<file path="src/rtl/ecap_pkg.sv">
package ecap_pkg;
  localparam int unsigned TMR_W  = 16;
  localparam int unsigned MODE_W = 4;
  localparam int unsigned PRE_W  = 4;

  localparam logic [MODE_W-1:0] MODE_OFF    = 4'b0000;
  localparam logic [MODE_W-1:0] MODE_STAMP  = 4'b0011;
  localparam logic [MODE_W-1:0] MODE_FALL   = 4'b0100;
  localparam logic [MODE_W-1:0] MODE_RISE   = 4'b0101;
  localparam logic [MODE_W-1:0] MODE_RISE4  = 4'b0110;
  localparam logic [MODE_W-1:0] MODE_RISE16 = 4'b0111;

  localparam int unsigned DIV_LO = 4;
  localparam int unsigned DIV_HI = 16;
endpackage

</file>
<file path="src/rtl/ecap_edge.sv">
module ecap_edge (
  input  logic clk_i,
  input  logic rst_ni,
  input  logic smp_i,
  output logic rise_o,
  output logic fall_o
);
  logic prev_q;
  logic prev_d;

  always_comb prev_d = smp_i;

  always_ff @(posedge clk_i or negedge rst_ni) begin
    if (!rst_ni) prev_q <= 1'b0;
    else         prev_q <= prev_d;
  end

  assign rise_o = smp_i & ~prev_q;
  assign fall_o = ~smp_i & prev_q;

  // a rising edge cannot be seen in two consecutive cycles
  a_r1_rise_gap: assert property (@(posedge clk_i) disable iff (!rst_ni)
    rise_o |=> !rise_o);
  // a falling edge cannot be seen in two consecutive cycles
  a_r2_fall_gap: assert property (@(posedge clk_i) disable iff (!rst_ni)
    fall_o |=> !fall_o);
endmodule

</file>
<file path="src/rtl/ecap_presc.sv">
module ecap_presc #(
  parameter int unsigned CNT_W = 4
) (
  input  logic             clk_i,
  input  logic             rst_ni,
  input  logic             clr_i,
  input  logic             step_i,
  input  logic [CNT_W-1:0] last_i,
  output logic             hit_o
);
  logic [CNT_W-1:0] cnt_q;
  logic [CNT_W-1:0] cnt_d;
  logic             cnt_en;
  logic             at_last;

  assign at_last = (cnt_q == last_i);
  assign cnt_en  = clr_i | step_i;
  assign hit_o   = step_i & ~clr_i & at_last;

  always_comb begin
    cnt_d = cnt_q;
    if (clr_i)        cnt_d = '0;
    else if (at_last) cnt_d = '0;
    else              cnt_d = cnt_q + 1'b1;
  end

  always_ff @(posedge clk_i or negedge rst_ni) begin
    if (!rst_ni)     cnt_q <= '0;
    else if (cnt_en) cnt_q <= cnt_d;
  end

  // a restart leaves the count at zero
  a_r7_clr_zero: assert property (@(posedge clk_i) disable iff (!rst_ni)
    clr_i |=> (cnt_q == '0));
  // the count never passes the divide limit
  a_r3_cnt_bound: assert property (@(posedge clk_i) disable iff (!rst_ni)
    cnt_q <= last_i);
endmodule

</file>
<file path="src/rtl/edge_capture_unit.sv">
module edge_capture_unit
  import ecap_pkg::*;
(
  input  logic             clk_i,
  input  logic             rst_ni,
  input  logic             pin_i,
  input  logic             stamp_i,
  input  logic [TMR_W-1:0] timer_i,
  input  logic             bus_wr_i,
  input  logic             bus_addr_i,
  input  logic [3:0]       bus_wdata_i,
  output logic [TMR_W-1:0] cap_o,
  output logic             irq_o
);
  localparam logic [PRE_W-1:0] LAST_LO = PRE_W'(DIV_LO - 1);
  localparam logic [PRE_W-1:0] LAST_HI = PRE_W'(DIV_HI - 1);

  logic [MODE_W-1:0] mode_q, mode_d;
  logic              mode_wr;
  logic              flag_clr;
  logic              rise, fall, hit;
  logic              presc_mode, presc_clr, presc_step;
  logic [PRE_W-1:0]  presc_last;
  logic              ev, cap_en;
  logic [TMR_W-1:0]  cap_q, cap_d;
  logic              flag_q, flag_d;

  assign mode_wr  = bus_wr_i & ~bus_addr_i;
  assign flag_clr = bus_wr_i & bus_addr_i & bus_wdata_i[0];

  ecap_edge i_edge (
    .clk_i  (clk_i),
    .rst_ni (rst_ni),
    .smp_i  (pin_i),
    .rise_o (rise),
    .fall_o (fall)
  );

  assign presc_mode = (mode_q == MODE_RISE4) | (mode_q == MODE_RISE16);
  assign presc_last = (mode_q == MODE_RISE16) ? LAST_HI : LAST_LO;
  assign presc_clr  = mode_wr | (mode_q == MODE_OFF);
  assign presc_step = rise & presc_mode;

  ecap_presc #(.CNT_W(PRE_W)) i_presc (
    .clk_i  (clk_i),
    .rst_ni (rst_ni),
    .clr_i  (presc_clr),
    .step_i (presc_step),
    .last_i (presc_last),
    .hit_o  (hit)
  );

  always_comb begin
    unique case (mode_q)
      MODE_STAMP:              ev = stamp_i;
      MODE_FALL:               ev = fall;
      MODE_RISE:               ev = rise;
      MODE_RISE4, MODE_RISE16: ev = hit;
      default:                 ev = 1'b0;
    endcase
  end

  assign cap_en = ev & ~mode_wr;

  always_comb begin
    mode_d = mode_wr ? bus_wdata_i : mode_q;
    cap_d  = cap_en ? timer_i : cap_q;
    flag_d = flag_q;
    if (cap_en)        flag_d = 1'b1;
    else if (flag_clr) flag_d = 1'b0;
  end

  always_ff @(posedge clk_i or negedge rst_ni) begin
    if (!rst_ni) begin
      mode_q <= MODE_OFF;
      cap_q  <= '0;
      flag_q <= 1'b0;
    end else begin
      if (mode_wr)           mode_q <= mode_d;
      if (cap_en)            cap_q  <= cap_d;
      if (cap_en | flag_clr) flag_q <= flag_d;
    end
  end

  assign cap_o = cap_q;
  assign irq_o = flag_q;

  // the capture holds the timer value seen before the edge
  a_r10_pre_edge_value: assert property (@(posedge clk_i) disable iff (!rst_ni)
    cap_en |=> (cap_o == $past(timer_i)));
  // a capture always leaves the flag set
  a_r9_flag_set: assert property (@(posedge clk_i) disable iff (!rst_ni)
    cap_en |=> irq_o);
  // without capture or clear, the flag holds
  a_r9_flag_hold: assert property (@(posedge clk_i) disable iff (!rst_ni)
    (!cap_en && !flag_clr) |=> $stable(irq_o));
  // while off the captured value never moves
  a_r6_off_quiet: assert property (@(posedge clk_i) disable iff (!rst_ni)
    (mode_q == MODE_OFF) |=> $stable(cap_o));
  // an event in a mode-write cycle is dropped
  a_r7_write_drop: assert property (@(posedge clk_i) disable iff (!rst_ni)
    mode_wr |=> $stable(cap_o));
endmodule

</file>
<file path="config.mk">
export PLATFORM = sky130hd
export DESIGN_NAME = edge_capture_unit
export DESIGN_NICKNAME = d
export VERILOG_FILES = /design/src/rtl/ecap_pkg.sv /design/src/rtl/ecap_edge.sv /design/src/rtl/ecap_presc.sv /design/src/rtl/edge_capture_unit.sv
export SDC_FILE = /design/constraint.sdc
export NUM_CORES = 1
export LEC_CHECK = 0
export BUFFER_PORTS_ARGS = -buffer_cell sky130_fd_sc_hd__buf_4
export CELL_PAD_IN_SITES_DETAIL_PLACEMENT = 1
export CELL_PAD_IN_SITES_GLOBAL_PLACEMENT = 1
export CORE_MARGIN = 2
export CORE_UTILIZATION = 35
export CTS_CLUSTER_DIAMETER = 80
export DETAILED_ROUTE_END_ITERATION = 8
export PLACE_DENSITY = 0.82
export SLEW_MARGIN = 20
export SYNTH_ARGS = -nofsm -noshare
export SYNTH_HDL_FRONTEND = slang
export SYNTH_SLANG_ARGS = --single-unit
</file>
<file path="constraint.sdc">
create_clock -name clk_i -period 2.3 [get_ports clk_i]
set_clock_uncertainty 0.15 [all_clocks]
set_input_delay 0.46 -clock clk_i [delete_from_list [all_inputs] [get_ports clk_i]]
set_output_delay 0.46 -clock clk_i [all_outputs]
set_load 0.01 [all_outputs]
</file>
Word level (Yosys, flattened, before mapping) --
Cells that the tools add are included. Widths: inputs -> output; s select.
Word-level totals: register bits after elaboration 26, latch bits 0, bits in writable memories 0, bits in read-only memories 0, input port bits 26, output and inout port bits 17, word-level logic and storage cells 40, memories kept 0
Cells by class: $add $sub $neg 1, multiply operators 0, div/mod/pow operators 0, $lt $le $gt $ge 0, equality and inequality tests 6, shifts and indexed selects 0, mux-type cells 6, bitwise logic cells 18, reduce and logical (&&, ||, !) cells 4
Operators by type and width (number):
- $eq 4x3->1 const B | 4
- $mux 4 | 3
- $and 1x1->1 | 9
- $not 1->1 | 5
- $add 4x1->4 const B | 1
- $eq 4x2->1 const B | 1
- $eq 4x4->1 | 1
- $logic_not 4->1 | 1
- $or 1x1->1 | 4
- $pmux 1 s4 | 1
- $mux 1 | 2
- $reduce_and 2->1 | 1
- $reduce_bool 2->1 | 1
- $reduce_or 2->1 | 1

Longest topological paths before layout --
Gate-level depths: netlist (run 1).
depth in word-level cells 10, gate-level depth with buffers 7

By module --
From an unflattened synthesis (run 1), not the netlist that was laid out.
Second synthesis, totals: cells, all modules 92, area total of the unflattened synthesis 1253.7 um2
Modules (own cells, without submodules):
- edge_capture_unit | instances 1, cells each 61, area each 932.1 um2, sequential area each 525.5 um2
- ecap_presc | instances 1, cells each 28, area each 281.5 um2, sequential area each 100.1 um2
- ecap_edge | instances 1, cells each 3, area each 40.0 um2, sequential area each 25.0 um2

Least setup slack after synthesis (run 1) --
OpenSTA, ideal clock, no wires.
kind register -> register, start point register i_presc.cnt_q[0], end point register cap_q[15], in the netlist cap_o[15], arrival time 1.673 ns, required time 2.018 ns, setup slack 0.345 ns, stages on the path, launching flop included 7, path buffers 1, period minus slack after synthesis 1.955 ns, cell sequence dfrtp_1 > ha_1 > and3_1 > mux2_4 > a211oi_4 > buf_6 > o22ai_1
Between the ends: word-level cells in the longest chain between the ends 4
Ends and longest elaborated chain:
- start, declared | RTL line ecap_presc.sv:11 | logic [CNT_W-1:0] cnt_q;
- start signal, assigned | RTL line ecap_presc.sv:29 | else if (cnt_en) cnt_q <= cnt_d;
- $eq 4x4->1 | RTL line ecap_presc.sv:16 | assign at_last = (cnt_q == last_i);
- $and 1x1->1 | RTL line ecap_presc.sv:18 | assign hit_o = step_i & ~clr_i & at_last;
- $pmux 1 s4 | RTL line edge_capture_unit.sv:54 | unique case (mode_q)
- $and 1x1->1 | RTL line edge_capture_unit.sv:63 | assign cap_en = ev & ~mode_wr;
- end signal, assigned | RTL line edge_capture_unit.sv:80 | if (cap_en) cap_q <= cap_d;
- end, declared | RTL line edge_capture_unit.sv:25 | logic [TMR_W-1:0] cap_q, cap_d;
No other way between the ends. A chain may end at the register's enable or synchronous reset.

Final worst setup path (run 1) --
start point register i_presc.cnt_q[0], end point register cap_q[3], in the netlist cap_o[3]
Same word-level chain as after synthesis.

==> results of run 1 <==
## cell type report
class | count | share of cell area [%]
Sequential cell | 26 | 37.4
Multi-Input combinational cell | 92 | 33.5
Timing Repair Buffer | 48 | 20.9
Tap cell | 48 | 3.46
Clock buffer | 3 | 2.38
Clock inverter | 1 | 1.73
Inverter | 3 | 0.648
## per-stage QoR
step	instances	util, %	power, µW	area [µm²]	setup slack [ns]
final	221	48.2	1670	1740	0.195
after global routing	221	48.2	1790	1740	0.0844
after CTS	221	48.2	1690	1740	0.200
after detailed placement	216	45.9	1300	1660	0.156
after global placement	216	45.9	1270	1660	0.238
after floorplan	128	-	967	1290	0.345
## placed cells by master (no fill, tap or decap), types with 3 or more instances in the layout
cell type | synthesis | routed
buf_4 | 1 | 47
clkbuf_8 | 0 | 3
dfrtp_1 | 26 | 26
inv_1 | 3 | 3
mux2_2 | 4 | 4
nand2_1 | 20 | 20
nand3_1 | 4 | 4
o21ai_0 | 19 | 19
o22ai_1 | 16 | 16
## registers in the layout, summed over array words and instances (netlist names)
register / cells
i_presc.cnt_q: 4
cap_o: 16
irq_o: 1
i_edge.prev_q: 1
mode_q: 4
## layer usage
| layer | routed length, µm | part of all wire [%] | GRT usage [%] | up-vias |
|---|---|---|---|---|
| met4 | 0 | 0 | 3.99 | 0 |
| met1 | 1570 | 45 | 22.2 | 555 |
| met5 | 0 | 0 | 0 | - |
| met2 | 1740 | 50 | 32.8 | 38 |
| li1 | - | - | - | 560 |
| met3 | 194 | 5.5 | 2.60 | 0 |
## logic make-up (layout without fill, tap and decap cells)
logic type      Yosys count  after routing  share of synthesized area, %
flops                    26             26                          50.5
buf+inv                  10             55                          4.28
compound gates           46             46                          22.1
fa+ha+maj                 1              1                         0.972
simple gates             39             39                          16.4
mux                       6              6                          5.73
## worst paths after layout
kind                             startpoint  cells past startpoint               end  slack, ns
max                        i_presc.cnt_q[0]                      6          cap_o[3]       0.19
min                                   pin_i                      1     i_edge.prev_q       0.18
max reg2reg                i_presc.cnt_q[0]                      6          cap_o[3]       0.19
min reg2reg                           irq_o                      2             irq_o       0.39
max in group asynchronous            rst_ni                      2          cap_o[9]       1.28
min in group asynchronous            rst_ni                      2  i_presc.cnt_q[0]       0.47
## power by group through the flow
stage	clock network, µW	registers, µW	logic, µW
floorplan	0	755	212
global placement	0	703	562
detailed placement	0	716	584
CTS	391	707	590
global route	412	728	646
finish	383	709	580
==> metrics.md, run 1 <==
| Metric | Value |
|---|---|
| Number of buffers and inverters on the critical path | `1` |
| Data arrival, critical path | `2.08 ns` |
| Drt via density | `5.22` |
| Cell Chain, Critical Path | `ha_1 -> and3_1 -> mux2_4 -> a211oi_4 -> buf_4 -> o22ai_1` |
| Die height | `64.7 µm` |
| Commonest cells post-synth | `dfrtp_1, nand2_1, o21ai_0, o22ai_1, buf_2` |
| Sw Share | `31.4%` |
| Relative slew slack | `61.7%` |
| Period minus WS final | `2.11 ns` |
| GP Congestion | `around 0.76` |
| Vias in the first global route | `1,274` |
| First-pass GRT wire length | `5800 µm` |
| Initial antenna violation count | `0` |
| Worst EP required | `around 2.3 ns` |
| Wirelength, routed | `3500 µm` |
| Clk buf depth | `2` |
| Final hold vios | `0` |
| Total negative slack | `0 ns` |
| Combinational share of power | `about a third` |
| Crit share post-route | `between 90 and 100%` |
| DRC violations left | `0` |
| Cells after synthesis | `approximately 130` |
| Fmax | `475 MHz` |
| Syn. warnings | `0` |
| Antenna Nets Post-Route | `0` |
| Post-synth ARST share | `between 90% and 100%` |
| Area share of the largest cell type after synthesis | `just over 50%` |
| Most common cell in the netlist | `dfrtp_1` |
| Multi-input gate area | `582 µm²` |
| # diodes | `0` |
| Port Buf Inserts | `42` |
| Hold_ws | `0.176 ns` |
| CORE AREA | `about 3600 µm²` |
| Worst setup EP type | `register` |
| Nets@finish | `201` |
| Cell taking the most area after synthesis | `dfrtp_1` |
| Root buf cell | `clkbuf_8` |
| Slew Limit Fails | `0` |
| Cell Rows | `22` |
| Ranking of synthesized cells by area | `dfrtp_1, o22ai_1, o21ai_0` |
| Detailed Routing Iterations Pass 1 | `4` |
| Clock power frac | `22.9%` |
| Clock slew at reported path FFs | `0.10 ns` |
| Hold buffers post-CTS | `1` |
| Leakage | `0.000757 µW` |
| Startpoint Class | `register` |
| All-Layer GR Usage | `17.9%` |
| Worst Max-Slew Pin Slew | `between 0.5 and 0.6 ns` |
| Post-cts sizing count | `0` |
| Setup violations, final | `0` |
| H-tree depth | `1` |
| Post-Synthesis Cell Area | `1290 µm²` |
| Synthesized area per cell | `10.1 µm²` |
| Netlist cell types | `34` |
| Max stage delay on crit path | `0.44 ns` |
| Critical-path maximum fanout | `16` |
| Area growth syn-to-layout | `35.0%` |
| Die ar. | `4180 µm²` |
| TritonCTS clock tree | `built` |
| Critical path class | `reg2reg` |
| Worst hold path class | `in2reg` |
| Number of synthesized flops with an enable pin | `0` |
| Via Count | `1,153` |
| Reg area | `651 µm²` |
| Part of the Yosys area used for sequential elements | `roughly half` |
| Largest net degree at the start of global routing | `27` |
| #FFs+latches synth | `26` |
| Initial Util | `35.7%` |
| Num CTS Buffers | `3` |
| Sequential Power Share | `42.4%` |
| Critical path's top delay family | `flip-flops` |
| Drt first-iter violations | `52` |
| Cell-internal power | `approximately 1100 µW` |
| DP HPWL | `2560 µm` |
| NetSw | `between 500 and 600 µW` |
| Clock Latency Late Sink | `between 0.2 and 0.3 ns` |
| FILL cells | `412` |
| GR Overflow Total | `0` |
| # IOs | `43` |
| Pwr/cell area | `approximately 960 nW/µm²` |
| RSZ-0062 raised after global routing | `false` |
| Peak supply drop | `357 µV` |
| Clk sink count | `26` |
| CP max-delay cell | `dfrtp_1` |
| Outcome | `complete, no violations` |
| Max-cap violations | `0` |
| Post-CTS Setup Repair Bufs | `0` |
| Most used DFF post-synth | `dfrtp_1` |
| Post-Synthesis Net Count | `between 150 and 200` |
| Die Wd | `about 65 µm` |
| DR WL/cell | `15.8 µm` |
| Share of layout cells above drive strength 1 | `35.3%` |
(Power assumes the default switching activity.)
==> run 2, diff against run 1 <==
Settings changed: RECOVER_POWER set to 100.
==> run 2 against run 1 <==
Against the previous run: clock power about the same; via count down 0.17%; global-route usage unchanged; non-clock buffer count unchanged; sequential share of layout area up 1.7 points; fmax about the same; register-to-register slack about the same; largest power group unchanged.
==> metrics.md, run 2 (same netlist as run 1, synthesis figures left out) <==
| Metric | Value |
|---|---|
| RSZ-0062 raised after global routing | `false` |
| Leading cell types in the layout, fill and taps excluded | `dfrtp_1, buf_4, nand2_1` |
| R2r endpoint | `cap_o[3]` |
| Initial Util | `35.7%` |
| All-Layer GR Usage | `around 18%` |
| Clock Latency Late Sink | `0.27 ns` |
| Setup ws final | `0.193 ns` |
| Die Wd | `between 60 and 70 µm` |
| Crit share post-route | `about nine tenths` |
| Share of layout cells above drive strength 1 | `between 20 and 25%` |
| Hold Path Cell Cnt | `1` |
| Hold Crit Endpoint | `i_edge.prev_q` |
| Clk sink count | `26` |
| Vias in the first global route | `1,274` |
| Fmax | `around 470 MHz` |
| Max stage delay on crit path | `0.44 ns` |
| DP HPWL | `2560 µm` |
| H-tree depth | `1` |
| Worst EP required | `2.28 ns` |
| Max-cap violations | `0` |
| Worst setup EP type | `register` |
| Worst Max-Slew Pin Slew | `~0.65 ns` |
| Post-cts sizing count | `0` |
| Startpoint Class | `register` |
| # IOs | `43` |
| Die height | `roughly 65 µm` |
| Critical-path maximum fanout | `16` |
| Number of buffers and inverters on the critical path | `1` |
| Cell Chain, Critical Path | `ha_1 -> and3_1 -> mux2_4 -> a211oi_4 -> buf_4 -> o22ai_1` |
| Die ar. | `4180 µm²` |
| Critical path's top delay family | `flip-flops` |
| Initial antenna violation count | `0` |
| Drt first-iter violations | `50` |
| Num CTS Buffers | `3` |
| Via Count | `~1,200` |
| Levels on crit path | `6` |
| Antenna Nets Post-Route | `0` |
| Clk buf depth | `2` |
| Worst Min Path Start | `pin_i` |
| Root buf cell | `clkbuf_8` |
| Detailed Routing Iterations Pass 1 | `4` |
| Final hold vios | `0` |
| Clock slew at reported path FFs | `0.10 ns` |
| Peak supply drop | `350 µV` |
| Setup violations, final | `0` |
| First-pass GRT wire length | `5800 µm` |
| Largest net degree at the start of global routing | `27` |
| # diodes | `0` |
| CP max-delay cell | `dfrtp_1` |
| Nets@finish | `201` |
| Port Buf Inserts | `42` |
| Outcome | `complete, no violations` |
| Reg2reg start | `i_presc.cnt_q[0]` |
| GR Overflow Total | `0` |
| Reg-to-reg slack, setup | `a little under 0.2 ns` |
| CORE AREA | `3610 µm²` |
| Length in cells of the worst reg-to-reg path | `6` |
| Wirelength, routed | `3500 µm` |
| Critical path class | `reg2reg` |
| Total negative slack | `0 ns` |
| GP Congestion | `between 0.7 and 0.8` |
| DRC violations left | `0` |
| Slew Limit Fails | `0` |
| Drt via density | `5.21` |
| Data arrival, critical path | `2.08 ns` |
| Cell Rows | `22` |
| Area growth syn-to-layout | `29.1%` |
| Pwr/cell area | `938 nW/µm²` |
| Worst hold path class | `in2reg` |
| Max FFs per register | `16` |
| Setup WS pre-CTS | `between 0.15 and 0.2 ns` |
| TritonCTS clock tree | `built` |
| DR WL/cell | `15.9 µm` |
| Period minus WS final | `2.11 ns` |
| Leakage | `0.000683 µW` |
| Relative slew slack | `56.7%` |
-- run 2: cell count changes in the layout (fill, tap and decap cells not counted) --
cell,before,now
buf_4,47,26
clkbuf_1,0,19
clkbuf_2,0,2
-- run 2: final cells by class --
type	instances	area, µm²
tap	48	60.1
sequential	26	651
clock buffer	3	41.3
fill	428	1940
timing repair buffer	48	287
clock inverter	1	30.0
multi-input combinational	92	582
inverter	3	11.3
-- run 2: worst max-delay path by stage --
stage,startpoint,endpoint
global placement,bus_addr_i,cap_o[4]
CTS,i_presc.cnt_q[0],cap_o[11]
finish,i_presc.cnt_q[0],cap_o[3]
global route,i_presc.cnt_q[0],cap_o[11]
detailed placement,bus_addr_i,cap_o[11]
floorplan,i_presc.cnt_q[0],cap_o[15]
-- run 2: what timing repair did --
| action | CTS | global route |
|---|---|---|
| hold endpoints to repair | 26 | 0 |
| buffers inserted | 0 | 0 |
| endpoints found under the setup margin | 0 | 0 |
| hold buffers | 1 | 0 |
-- run 2: worst register-to-register path: cells and delay by family (launching register included) --
family / cells / cell delay [ns]
DFF: 1 / 0.44
muxes: 1 / 0.28
AOI/OAI and AO/OA: 2 / 0.37
and+or+nand+nor: 1 / 0.21
adders and majority gates: 1 / 0.26
buffers and inverters: 1 / 0.25
-- run 2: layer usage --
layer | share of wire [%] | global-route usage, % | routed length [µm] | up-vias
met4 | 0 | 3.99 | 0 | 0
met2 | 50 | 32.8 | 1760 | 35
met1 | 44 | 22.2 | 1540 | 557
li1 | - | - | - | 559
met5 | 0 | 0 | 0 | -
met3 | 5.5 | 2.60 | 194 | 0
-- run 2: power by group --
group          total (µW)  internal, µW  switching, µW
clock network         383           233            150
registers             704           605           98.6
logic                 472           198            273
-- run 2: stage by stage --
stage	hold slack (ns)	std cells	utilization, %	cell area (µm²)	total power, µW
after global placement	0.232	216	45.9	1660	1270
after floorplan	0.0144	128	-	1290	967
after CTS	0.170	221	48.2	1740	1690
final	0.223	221	46.1	1660	1560
after detailed placement	0.240	216	45.9	1660	1300
after global routing	0.213	221	46.1	1660	1670
